## src/rtl/bch8_loc_apply.sv

```systemverilog
module bch8_loc_apply #(
  parameter int DATA_BYTES = 512,
  parameter int ECC_BYTES  = 14,
  parameter int MAX_LOC    = 8,
  parameter int LOC_W      = 13,
  parameter int IDX_W      = 10,
  parameter int CNT_W      = $clog2(MAX_LOC + 1)
) (
  input  logic                        clk,
  input  logic                        rst_n,
  input  logic                        start,
  input  logic [ECC_BYTES*8-1:0]      calc_ecc,
  input  logic [ECC_BYTES*8-1:0]      stored_ecc,
  output logic                        loc_req,
  output logic [(ECC_BYTES-1)*8-1:0]  loc_syn,
  input  logic                        loc_valid,
  input  logic                        loc_fail,
  input  logic [CNT_W-1:0]            loc_count,
  input  logic [MAX_LOC*LOC_W-1:0]    loc_list,
  output logic                        flip_valid,
  output logic                        flip_to_ecc,
  output logic [IDX_W-1:0]            flip_idx,
  output logic [7:0]                  flip_mask,
  output logic                        done,
  output logic                        result_err,
  output logic [CNT_W-1:0]            result_cnt
);
  localparam int SYN_BYTES = ECC_BYTES - 1;
  localparam int LAST_POS  = DATA_BYTES + SYN_BYTES - 1;

  typedef enum logic [2:0] {S_IDLE, S_CHECK, S_WAIT, S_APPLY, S_DONE} st_t;
  st_t state;

  logic [MAX_LOC*LOC_W-1:0] list_q;
  logic [CNT_W-1:0]         cnt_q, idx_q;
  logic                     bad_q;

  wire calc_zero = ~|calc_ecc[SYN_BYTES*8-1:0];
  wire erased    = &stored_ecc;

  for (genvar k = 0; k < SYN_BYTES; k++) begin : g_rev
    assign loc_syn[8*k +: 8] = calc_ecc[8*(SYN_BYTES-1-k) +: 8];
  end

  wire [LOC_W-1:0] cur_loc  = list_q[idx_q*LOC_W +: LOC_W];
  wire [15:0]      off      = 16'(cur_loc >> 3);
  wire             in_range = off <= 16'(LAST_POS);
  wire [15:0]      pos      = 16'(LAST_POS) - off;
  wire             last     = idx_q == cnt_q - 1'b1;
  wire             bad_nx   = bad_q | ~in_range;
  wire [CNT_W-1:0] n_clamp  = (loc_count > CNT_W'(MAX_LOC)) ? CNT_W'(MAX_LOC) : loc_count;

  assign loc_req     = state == S_WAIT;
  assign done        = state == S_DONE;
  assign flip_valid  = (state == S_APPLY) && in_range;
  assign flip_to_ecc = pos >= 16'(DATA_BYTES);
  assign flip_idx    = IDX_W'(flip_to_ecc ? pos - 16'(DATA_BYTES) : pos);
  assign flip_mask   = 8'b1 << cur_loc[2:0];

  always_ff @(posedge clk or negedge rst_n) begin
    if (!rst_n) begin
      state      <= S_IDLE;
      list_q     <= '0;
      cnt_q      <= '0;
      idx_q      <= '0;
      bad_q      <= 1'b0;
      result_err <= 1'b0;
      result_cnt <= '0;
    end else begin
      case (state)
        S_IDLE:  if (start) state <= S_CHECK;
        S_CHECK: begin
          if (calc_zero || erased) begin
            result_err <= 1'b0;
            result_cnt <= '0;
            state      <= S_DONE;
          end else state <= S_WAIT;
        end
        S_WAIT: if (loc_valid) begin
          if (loc_fail) begin
            result_err <= 1'b1;
            result_cnt <= '0;
            state      <= S_DONE;
          end else begin
            list_q <= loc_list;
            cnt_q  <= n_clamp;
            idx_q  <= '0;
            bad_q  <= 1'b0;
            if (n_clamp == '0) begin
              result_err <= 1'b0;
              result_cnt <= '0;
              state      <= S_DONE;
            end else state <= S_APPLY;
          end
        end
        S_APPLY: begin
          bad_q <= bad_nx;
          if (last) begin
            result_err <= bad_nx;
            result_cnt <= bad_nx ? '0 : cnt_q;
            state      <= S_DONE;
          end else idx_q <= idx_q + 1'b1;
        end
        default: state <= S_IDLE;
      endcase
    end
  end

  logic [CNT_W:0] flips_seen;
  always_ff @(posedge clk or negedge rst_n) begin
    if (!rst_n) flips_seen <= '0;
    else if (state == S_IDLE && start) flips_seen <= '0;
    else if (flip_valid) flips_seen <= flips_seen + 1'b1;
  end

  p_onehot_r6: assert property (@(posedge clk) disable iff (!rst_n)
    flip_valid |-> $countones(flip_mask) == 1);
  p_target_r7: assert property (@(posedge clk) disable iff (!rst_n)
    flip_valid |-> (flip_to_ecc ? flip_idx < IDX_W'(SYN_BYTES) : flip_idx < IDX_W'(DATA_BYTES)));
  p_req_quiet_r4: assert property (@(posedge clk) disable iff (!rst_n)
    loc_req |-> !flip_valid && !done);
  p_err_zero_r5: assert property (@(posedge clk) disable iff (!rst_n)
    done && result_err |-> result_cnt == '0);
  p_cnt_match_r10: assert property (@(posedge clk) disable iff (!rst_n)
    done && !result_err |-> (CNT_W+1)'(result_cnt) == flips_seen);
  p_max_flips_r9: assert property (@(posedge clk) disable iff (!rst_n)
    flips_seen <= (CNT_W+1)'(MAX_LOC));
  p_done_pulse_r12: assert property (@(posedge clk) disable iff (!rst_n)
    done |=> !done);
  p_hold_r12: assert property (@(posedge clk) disable iff (!rst_n)
    !done |-> $stable(result_cnt) && $stable(result_err));
  p_short_r2: assert property (@(posedge clk) disable iff (!rst_n)
    (state == S_CHECK) && calc_zero |=> done);
endmodule

```

## config.mk

```make
export PLATFORM = sky130hd
export DESIGN_NAME = bch8_loc_apply
export DESIGN_NICKNAME = d
export VERILOG_FILES = /design/src/rtl/bch8_loc_apply.sv
export SDC_FILE = /design/constraint.sdc
export NUM_CORES = 1
export LEC_CHECK = 0
export BUFFER_PORTS_ARGS = -buffer_cell sky130_fd_sc_hd__buf_2
export CELL_PAD_IN_SITES_DETAIL_PLACEMENT = 0
export CELL_PAD_IN_SITES_GLOBAL_PLACEMENT = 2
export CORE_UTILIZATION = 22
export CTS_CLUSTER_DIAMETER = 40
export DETAILED_ROUTE_END_ITERATION = 8
export HOLD_SLACK_MARGIN = 0.05
export PLACE_DENSITY = 0.88
export SLEW_MARGIN = 10
export SYNTH_ARGS = -nofsm -noshare
export SYNTH_HDL_FRONTEND = slang
export SYNTH_SLANG_ARGS = --single-unit
```

## constraint.sdc

```tcl
create_clock -name clk -period 2.7 [get_ports clk]
set_clock_uncertainty 0.1 [all_clocks]
set_input_delay 0.27 -clock clk [delete_from_list [all_inputs] [get_ports clk]]
set_output_delay 0.27 -clock clk [all_outputs]
set_load 0.1 [all_outputs]
```

==> summary.md, run 1 <==
| Metric | Value |
|---|---|
| Status | finished with violations |
| Failing checks | setup timing |
| Post-route setup slack | -0.553 ns |
| GRT Util Overall | 0.215 |
| Initial antenna violation count | 24 |
| HPWL Detailed | slightly above 30000 um |
| Crit share post-route | 1.20 |
| Share of cells above drive strength 1 | 0.647 |
| Critical path peak fanout | 6 |
| Core Box Area | 0.0317 mm^2 |
| Initial drt markers | around 330 |
| Clock-pin slew on the worst setup and hold paths | 0.06 ns |
| Final setup viols | 19 |
| Chip height | 182 um |
| Synthesized net count | between 900 and 1000 |
| Count leader, synth | dfrtp_1 |
| Post-synth EDFFs | 0 |
| Number of global-route vias before repair | 7390 |
| Mapped Cells | 611 |
| Port bufs | 459 |
| Drt wl/cell | between 20 and 25 um |
| Yosys cell types | 50 |
| Synth Flop Type | dfrtp_1 |
| Die area | approximately 0.033 mm^2 |
| WL final | 36400 um |
| CP Launch Type | register |
| CP required | 2.33 ns |
| Pwr per Cell Area | ~1600 mW/mm^2 |
| Peak supply drop | 0.00113 V |
| Inserted Clock Buffers | 17 |
| GP Congestion | 0.982 |
| Top cells by area, synth | dfrtp_1 42%, mux2_2 17%, buf_4 11% |
| CTS max path bufs | 2 |
| Max Clk Rate | 307 MHz |
| Overflow after GRT | 0 |
| RSZ-0062 raised after global routing | true |
| Crit Path Class | reg -> out |
| Hold/Removal Path Class | in -> reg |
| Critical Path Sink Type | primary output |
| Async SR Flop Fraction | 1.00 |
| Filler Cell Count | between 3000 and 4000 |
| MaxCap Viol Count | 0 |
| Leakage power | 5.55 nW |
| DRC viols | 0 |
| Site Rows | 65 |
| Yosys warnings | 0 |
| Most frequent cells after synthesis | 121 x dfrtp_1, 109 x mux2_2, 104 x buf_4, 37 x nand4_1, 35 x nor4_1 |
| Via count | 7058 |
| Avg Inst Size Synth | between 10 and 15 um^2 |
| Layout Nets | 1463 |
| Top cell type's share of synthesized area | 0.425 |
| Layout area overhead | 67.0% |
| Worst Path Arrival | 2.88 ns |
| Root Buffer Master | clkbuf_16 |
| Relative slew slack | 0.580 |
| Setup TNS Final | -6.14 ns |
| Post-synthesis cell type with the largest combined area | dfrtp_1 |
| I/O pin count | 468 |
| Final core occ | 0.375 |
| Initial Util | 0.225 |
| Worst skew pair latency | 0.42 ns |
| Antenna Nets Post-Route | 0 |
| Chip width | ~180 um |
| CTS tree | built |
| Post-synthesis cell area | roughly 0.0071 mm^2 |
| Register area share after synthesis | 0.425 |
| Worst slew pin tran | 0.634 ns |
| Tmin final | roughly 3.3 ns |
| H-tree depth | 4 |
| Synthesis-stage register bit count | around 120 |
| Largest net degree at the start of global routing | 61 |
| First-pass GRT wire length | 50000 um |
| Fin. max-slew vios | 0 |
| Clock Sinks | 121 |
| Hold Violations, Final | 0 |
| Router iterations before antenna repair | 4 |
| DR vias/cell | 4.57 |
-- state kept, by name, indices dropped and copies added (netlist names) --
register / cells
list_q: 104
cnt_q: 4
idx_q: 4
result_cnt: 4
state: 3
bad_q: 1
result_err: 1
-- kinds of logic after synthesis --
logic type / after synthesis / synth area share
and+or+nand+nor: 147 / 0.117
AOI/OAI and AO/OA: 46 / 0.0453
DFF: 121 / 0.425
buffers and inverters: 140 / 0.133
muxes: 140 / 0.257
adders and majority gates: 3 / 0.00527
xor gates and xnor gates: 14 / 0.0172
-- metrics by stage --
step | instances | power (mW) | cell area, um^2 | setup slack, ns | hold WS [ns]
after floorplan | 611 | 11.5 | 7370 | -0.331 | -0.126
after global placement | 1387 | 15.5 | 9950 | -0.162 | 0.219
after detailed placement | 1387 | 15.6 | 9950 | -0.199 | 0.220
after CTS | 1534 | 18.4 | 11800 | -0.581 | 0.0578
after global routing | 1540 | 19.6 | 11900 | -0.674 | 0.0743
final | 1546 | 18.8 | 11900 | -0.553 | 0.0678
-- final cells by class --
cell class,instances,area (um^2),share of cell area
sequential,121,3030,0.255
clock inverter,14,148,0.0124
clock buffer,18,429,0.0361
timing repair buffer,622,4180,0.351
inverter,11,47.5,0.00399
multi-input combinational,350,3540,0.298
tap,402,503,0.0423
antenna,8,20.0,0.00168
-- power by group --
part / internal, mW / switching [mW] / leakage (nW)
Sequential: 2.70 / 0.564 / 1.48
Combinational: 5.47 / 7.85 / 3.80
Clock: 1.36 / 0.853 / 0.269
Total: 9.52 / 9.26 / 5.55
-- layout by cell type (no fill, tap or decap), types with 17 or more instances in the layout --
master and n:
nand4_1 37, nor4_1 35, buf_12 25, dlygate4sd3_1 109
buf_4 45, buf_2 438, clkbuf_16 17, mux4_2 21
dfrtp_1 118, mux2_2 109
-- final timing paths --
kind	cells past startpoint	startpoint	slack, ns	end
max	8	idx_q[0]	-0.55	flip_valid
min	3	loc_count[2]	0.07	cnt_q[2]
max reg2reg	9	idx_q[0]	-0.05	result_cnt[2]
min reg2reg	1	list_q[30]	0.40	list_q[30]
max in group asynchronous	3	rst_n	1.48	list_q[82]
min in group asynchronous	2	rst_n	0.29	list_q[12]
-- critical path: stages (launching register included) --
cell and delay, ns:
dfrtp_2 0.48, mux4_2 0.54, a22oi_2 0.21, nand2_1 0.10, or2_4 0.28, a221oi_4 0.40, nand3_4 0.17, clkinvlp_4 0.13
buf_12 0.17
-- layer usage --
layer	GRT usage	up-vias	part of all wire
met1	0.236	3424	0.37
met3	0.0572	91	0.072
met5	0	-	0
li1	-	3187	-
met4	0.0820	0	0.040
met2	0.393	356	0.52
-- what timing repair did --
action / CTS / global route
cloned: 1 / 0
hold endpoints to repair: 152 / 0
setup buffers: 5 / 6
pin swaps: 1 / 16
hold buffers: 109 / 0
endpoints found under the setup margin: 19 / 23
resized for setup: 18 / 30
Note: power is estimated with default switching activity, not from simulation.
==> inputs of run 2 (changes only) <==
- MAX_ROUTING_LAYER: not set -> met4
==> run 2 against run 1 <==
  * The run still ends with setup timing left
  * Fmax fell by 1.9%
  * Setup slack got worse by 0.062 ns
  * Clock-buffer cell count fell by 1
  * Global-route usage rose by 1.2 points
  * First-iteration DRC count fell by 19%
  * Sequential cell count did not move
  * Non-clock buffer count rose by 18
  * Largest power group unchanged
==> summary.md, run 2 (same netlist as run 1, synthesis figures left out) <==
| Metric | Value |
|---|---|
| HPWL Detailed | 30400 um (about the same) |
| Critical Path Sink Type | primary output |
| Post-route setup slack | -0.614 ns (-0.0617 ns) |
| Final Instance Area | 0.0121 mm^2 (+1.9%) |
| Failing checks | setup timing |
| Layout Nets | 1481 (+1.2%) |
| Clock-pin slew on the worst setup and hold paths | 0.06 ns (about the same) |
| Buf/Inv on CP | 3 (+1) |
| Layout area overhead | 70.2% |
| Worst slew pin tran | 0.636 ns (+0.00229 ns) |
| Filler Cell Count | 3060 (-1.3%) |
| GP Congestion | 0.961 (-2.2%) |
| Pwr per Cell Area | 1600 mW/mm^2 (+1.3%) |
| CTS tree | built |
| Chip width | 182 um (unchanged) |
| Leakage power | 5.69 nW (+2.4%) |
| Die area | 0.0331 mm^2 (unchanged) |
| CP required | 2.33 ns (about the same) |
| CP delay by family, top | compound AO/OA/AOI/OAI gates |
| DR vias/cell | 4.65 (+1.8%) |
| Crit Path Class | reg -> out |
| Post-Place Cell Area | 0.00996 mm^2 (+0.10%) |
| Hold WS | 0.0779 ns (+0.0101 ns) |
| Root Buffer Master | clkbuf_16 |
| Initial Util | 0.225 (unchanged) |
| Share of cells above drive strength 1 | 0.654 (+0.00724) |
| Max Clk Rate | 302 MHz (-1.9%) |
| Number of global-route vias before repair | 7547 (+2.1%) |
| Initial drt markers | 262 (-19%) |
| CP Launch Type | register |
| Core Box Area | 0.0317 mm^2 (unchanged) |
| Top reg by flops | list_q |
| WL final | 37100 um (+1.8%) |
| Crit share post-route | 1.23 (+0.0229) |
| Status | finished with violations |
| Inserted Clock Buffers | 17 (unchanged) |
| CTS max path bufs | 2 (unchanged) |
| Site Rows | 65 (unchanged) |
| GRT Util Overall | 0.227 (+0.0122) |
| Overflow after GRT | 0 (unchanged) |
| Setup TNS Final | -6.76 ns (-0.615 ns) |
| Chip height | 182 um (unchanged) |
| Port bufs | 459 (unchanged) |
| Commonest non-fill, non-tap cell in the layout | buf_2 |
| H-tree depth | 4 (unchanged) |
| Clock Sinks | 121 (unchanged) |
| Router iterations before antenna repair | 4 (unchanged) |
| Worst path slowest cell | mux4_2 |
| Antenna Nets Post-Route | 0 (unchanged) |
| Tmin final | 3.31 ns (+0.0617 ns) |
| Hold Violations, Final | 0 (unchanged) |
| Hold/Removal Path Class | in -> reg |
| DRC viols | 0 (unchanged) |
| Storage cell area | 0.00303 mm^2 (unchanged) |
| Worst Path Arrival | 2.94 ns (+0.06 ns) |
| Drt wl/cell | 23.7 um (+0.68%) |
| Largest net degree at the start of global routing | 59 (-3.3%) |
| I/O pin count | 468 (unchanged) |
| Via count | 7262 (+2.9%) |
| Final setup viols | 23 (+4) |
| Total power | 19.4 mW (+3.2%) |
| Fin. max-slew vios | 0 (unchanged) |
| CP max stage delay | 0.49 ns (-0.05 ns) |
| Critical path peak fanout | 4 (-2) |
| Area of the multi-input gates | 0.00356 mm^2 (+0.49%) |
| Relative slew slack | 0.579 (-0.00152) |
| Worst skew pair latency | 0.43 ns (about the same) |
| RSZ-0062 raised after global routing | true |
| MaxCap Viol Count | 0 (unchanged) |
| Peak supply drop | 0.00147 V (+29%) |
| Initial antenna violation count | 26 (+8.3%) |
| First-pass GRT wire length | 51100 um (+2.4%) |
| Commonest cells after routing, fill and taps aside | 438 x buf_2, 118 x dfrtp_1, 110 x dlygate4sd3_1 |
| Number of flip-flops under the largest register name | 104 (unchanged) |
| Cell Chain, Critical Path | buf_6 -> mux4_2 -> a22oi_2 -> nand2_2 -> or2_4 -> a221oi_4 -> nand3_2 -> clkinvlp_4 -> buf_12 |
## run 2: cell count changes in the layout (fill, tap and decap cells not counted), sizes merged
cell	before	now
buf	513	530
clkinvlp	6	4
dlygate4sd3	109	110
clkbuf	18	17
inv	13	14
diode	8	7
clkinv	4	6
## run 2: path summary, 6_finish.rpt
path | start | end | slack [ns] | cells after the start
max | idx_q[0] | flip_valid | -0.61 | 9
min | loc_valid | state[0] | 0.08 | 3
max reg2reg | idx_q[0] | result_cnt[3] | -0.12 | 10
min reg2reg | list_q[15] | list_q[15] | 0.40 | 1
max in group asynchronous | rst_n | cnt_q[0] | 1.46 | 3
min in group asynchronous | rst_n | list_q[49] | 0.28 | 2
## run 2: report_power, final
part / internal, mW / switching, mW
registers: 2.69 / 0.556
logic: 5.83 / 8.03
clock network: 1.37 / 0.892
total: 9.90 / 9.48
## run 2: layout make-up
cell class,instances,share of cell area
Antenna cell,7,0.00144
Clock buffer,17,0.0351
Clock inverter,15,0.0139
Inverter,11,0.00392
Multi-Input combinational cell,350,0.294
Sequential cell,121,0.250
Tap cell,402,0.0415
Timing Repair Buffer,640,0.361
## run 2: routing by layer
metal | up-vias | wire length (um) | track usage
li1 | 3225 | - | -
met2 | 358 | 18900 | 0.390
met3 | 113 | 2250 | 0.0479
met5 | - | 0 | -
met1 | 3566 | 13900 | 0.245
met4 | 0 | 2070 | 0.121
## run 2: timing repair
action,4_1_cts,5_1_grt
hold buffers,110,0
pin swaps,12,13
endpoints found under the hold margin,152,0
buffers inserted,19,8
resized for setup,50,17
setup endpoints to repair,20,23
## run 2: per-stage QoR
stage,worst slack (ns),util,std cells
2_1_floorplan,-0.331,-,611
3_3_place_gp,-0.134,0.314,1390
3_5_place_dp,-0.163,0.314,1390
4_1_cts,-0.597,0.378,1550
5_1_grt,-0.716,0.382,1562
6_report,-0.614,0.382,1563
## run 2: worst min-delay path, cell delays in order
cell	delay, ns
buf_2	0.12
nor3_1	0.05
o21ai_0	0.12
==> inputs of run 3 (changes only) <==
- PLACE_DENSITY: 0.88 -> 0.85
- SLEW_MARGIN: 10 -> not set
==> run 3 against run 2 <==
  * The flow still finishes with violations (setup timing)
  * Die area stayed put
  * Critical path depth stayed put
  * Cell count is 0.45% higher
  * Hold slack better by 0.0018 ns
  * Fmax is 2.8% higher
  * Clock power hardly changed
  * Register-to-register slack better by 0.08 ns
  * Sequential power hardly changed
  * Via count is 2.2% lower
  * Clock-buffer cell count is 2 higher
  * Non-clock buffer count is 4 higher
  * Critical path type unchanged
  * Highest routed layer unchanged
==> summary.md, run 3 (same netlist as run 1, synthesis figures left out) <==
| Metric | Value |
|---|---|
| Peak supply drop | 0.00170 V (+16%) |
| Initial drt markers | 257 (-1.9%) |
| WL final | 35300 um (-4.7%) |
| Worst path slowest cell | mux4_2 |
| WHS Path Cells | 3 (unchanged) |
| Relative slew slack | 0.468 (-0.111) |
| First-pass GRT wire length | 49400 um (-3.4%) |
| Worst slew pin tran | 0.799 ns (+0.162 ns) |
| Cell Chain, Critical Path | buf_6 -> buf_12 -> mux4_2 -> a22oi_2 -> inv_1 -> a221oi_4 -> nand3_2 -> clkinvlp_4 -> buf_12 |
| Commonest cells after routing, fill and taps aside | 438 x buf_2, 119 x dfrtp_1, 112 x dlygate4sd3_1 |
| CP required | 2.33 ns (about the same) |
| Clock-pin slew on the worst setup and hold paths | 0.05 ns (about the same) |
| Worst skew pair latency | 0.42 ns (about the same) |
| Post-route insts no fill | 1570 (+0.45%) |
| Hold Violations, Final | 0 (unchanged) |
| Share of cells above drive strength 1 | 0.646 (-0.00830) |
| CTS tree | built |
| Layout area overhead | 69.7% |
| Number of flip-flops under the largest register name | 104 (unchanged) |
| Worst reg2reg setup slack | -0.04 ns (+0.08 ns) |
| CTS max path bufs | 2 (unchanged) |
| Crit share post-route | 1.19 (-0.0329) |
| Core Box Area | 0.0317 mm^2 (unchanged) |
| Root Buffer Master | clkbuf_16 |
| MaxCap Viol Count | 0 (unchanged) |
| Worst hold start | loc_valid |
| Port bufs | 459 (unchanged) |
| I/O pin count | 468 (unchanged) |
| Site Rows | 65 (unchanged) |
| Overflow after GRT | 0 (unchanged) |
| Router iterations before antenna repair | 4 (unchanged) |
| Layout Nets | 1485 (+0.27%) |
| Hold/Removal Path Class | in -> reg |
| Initial antenna violation count | 33 (+27%) |
| DR vias/cell | 4.53 (-2.6%) |
| Worst r2r dst | result_cnt[0] |
| CP most frequent cell | buf_12 |
| Total power | 18.9 mW (-2.4%) |
| Filler Cell Count | 3063 (+0.098%) |
| Worst Path Arrival | 2.86 ns (-0.08 ns) |
| DRC viols | 0 (unchanged) |
| Hold endpoint | state[0] |
| HPWL Detailed | 29800 um (-1.8%) |
| Max Clk Rate | 310 MHz (+2.8%) |
| Chip width | 182 um (unchanged) |
| Largest net degree at the start of global routing | 59 (unchanged) |
| Setup TNS Final | -5.69 ns (+1.07 ns) |
| Failing checks | setup timing |
| Hold WS | 0.0797 ns (+0.00180 ns) |
| Initial Util | 0.225 (unchanged) |
| Critical path peak fanout | 5 (+1) |
| Antenna Nets Post-Route | 0 (unchanged) |
| Clock Sinks | 121 (unchanged) |
| Pwr per Cell Area | 1570 mW/mm^2 (-2.1%) |
| RSZ-0062 raised after global routing | true |
| Leakage power | 5.69 nW (about the same) |
| Number of global-route vias before repair | 7398 (-2.0%) |
| Placed insts | 1399 (+0.65%) |
| GP Congestion | 0.929 (-3.3%) |
| Inserted Clock Buffers | 17 (unchanged) |
| Drt wl/cell | 22.5 um (-5.1%) |
| Chip height | 182 um (unchanged) |
| H-tree depth | 4 (unchanged) |
| R2R cell count | 10 (unchanged) |
| Top reg by flops | list_q |
| Crit Path Class | reg -> out |
| Via count | 7105 (-2.2%) |
| Commonest non-fill, non-tap cell in the layout | buf_2 |
| Status | finished with violations |
| Origin of the critical flop-to-flop path | idx_q[0] |
| Fin. max-slew vios | 0 (unchanged) |
| CP max stage delay | 0.50 ns (about the same) |
| Tmin final | 3.23 ns (-0.0888 ns) |
| CP Launch Type | register |
| Critical Path Sink Type | primary output |
| Die area | 0.0331 mm^2 (unchanged) |
| GRT Util Overall | 0.218 (-0.00876) |
| Final setup viols | 23 (unchanged) |
| Post-route setup slack | -0.525 ns (+0.0888 ns) |
run 3: changes by cell type in the layout (fill, tap and decap cells not counted), sizes merged:
cell / previous run / this run
clkbuf: 17 / 20
diode: 7 / 10
dlygate4sd3: 110 / 112
buf: 530 / 531
clkinvlp: 4 / 3
inv: 14 / 13
run 3: how the worst max path moves through the flow:
stage                  start     endpoint  slack [ns]  depth (start not counted)
floorplan           idx_q[0]  flip_idx[8]       -0.33                          7
global placement    idx_q[1]  flip_to_ecc       -0.16                         10
detailed placement  idx_q[1]  flip_to_ecc       -0.21                         10
CTS                 idx_q[0]  flip_to_ecc       -0.60                         10
global route        idx_q[0]   flip_valid       -0.65                          9
finish              idx_q[0]   flip_valid       -0.53                          9
run 3: critical path: cells and delay by family (launching register included):
family / cells / cell delay [ns]
AOI/OAI and AO/OA: 2 / 0.69
buffers and inverters: 5 / 0.68
DFF: 1 / 0.41
muxes: 1 / 0.50
and+or+nand+nor: 1 / 0.16
run 3: power breakdown:
| group | total, mW | switching (mW) | internal, mW |
|---|---|---|---|
| combinational | 13.4 | 7.81 | 5.63 |
| sequential | 3.22 | 0.531 | 2.69 |
| clock | 2.26 | 0.846 | 1.41 |
| total | 18.9 | 9.19 | 9.73 |
run 3: layout make-up:
| class | instances | area (um^2) | area share |
|---|---|---|---|
| Inverter | 11 | 45.0 | 0.00373 |
| Clock buffer | 19 | 453 | 0.0375 |
| Timing Repair Buffer | 644 | 4390 | 0.363 |
| Multi-Input combinational cell | 350 | 3510 | 0.290 |
| Sequential cell | 121 | 3030 | 0.251 |
| Clock inverter | 13 | 143 | 0.0118 |
| Antenna cell | 10 | 25.0 | 0.00207 |
| Tap cell | 402 | 503 | 0.0416 |
run 3: layer usage:
| layer | vias to the layer above | share of wire | GRT usage |
|---|---|---|---|
| li1 | 3244 | - | - |
| met1 | 3440 | 0.39 | 0.245 |
| met2 | 334 | 0.50 | 0.372 |
| met3 | 87 | 0.066 | 0.0411 |
| met4 | 0 | 0.044 | 0.106 |
| met5 | - | 0 | - |
run 3: stage by stage:
step | instance area (um^2) | setup WS (ns) | util
finish | 12100 | -0.525 | 0.381
global route | 12100 | -0.653 | 0.381
CTS | 12000 | -0.597 | 0.377
detailed placement | 10000 | -0.206 | 0.317
global placement | 10000 | -0.165 | 0.317
floorplan | 7370 | -0.331 | -
run 3: repair_timing:
item                                    4_1_cts  5_1_grt
setup buffers                                10        7
endpoints found under the hold margin       164        0
resized for setup                            36        6
hold buffers                                112        0
gates cloned                                  0        1
endpoints found under the setup margin       19       24
pin swaps                                    15       15
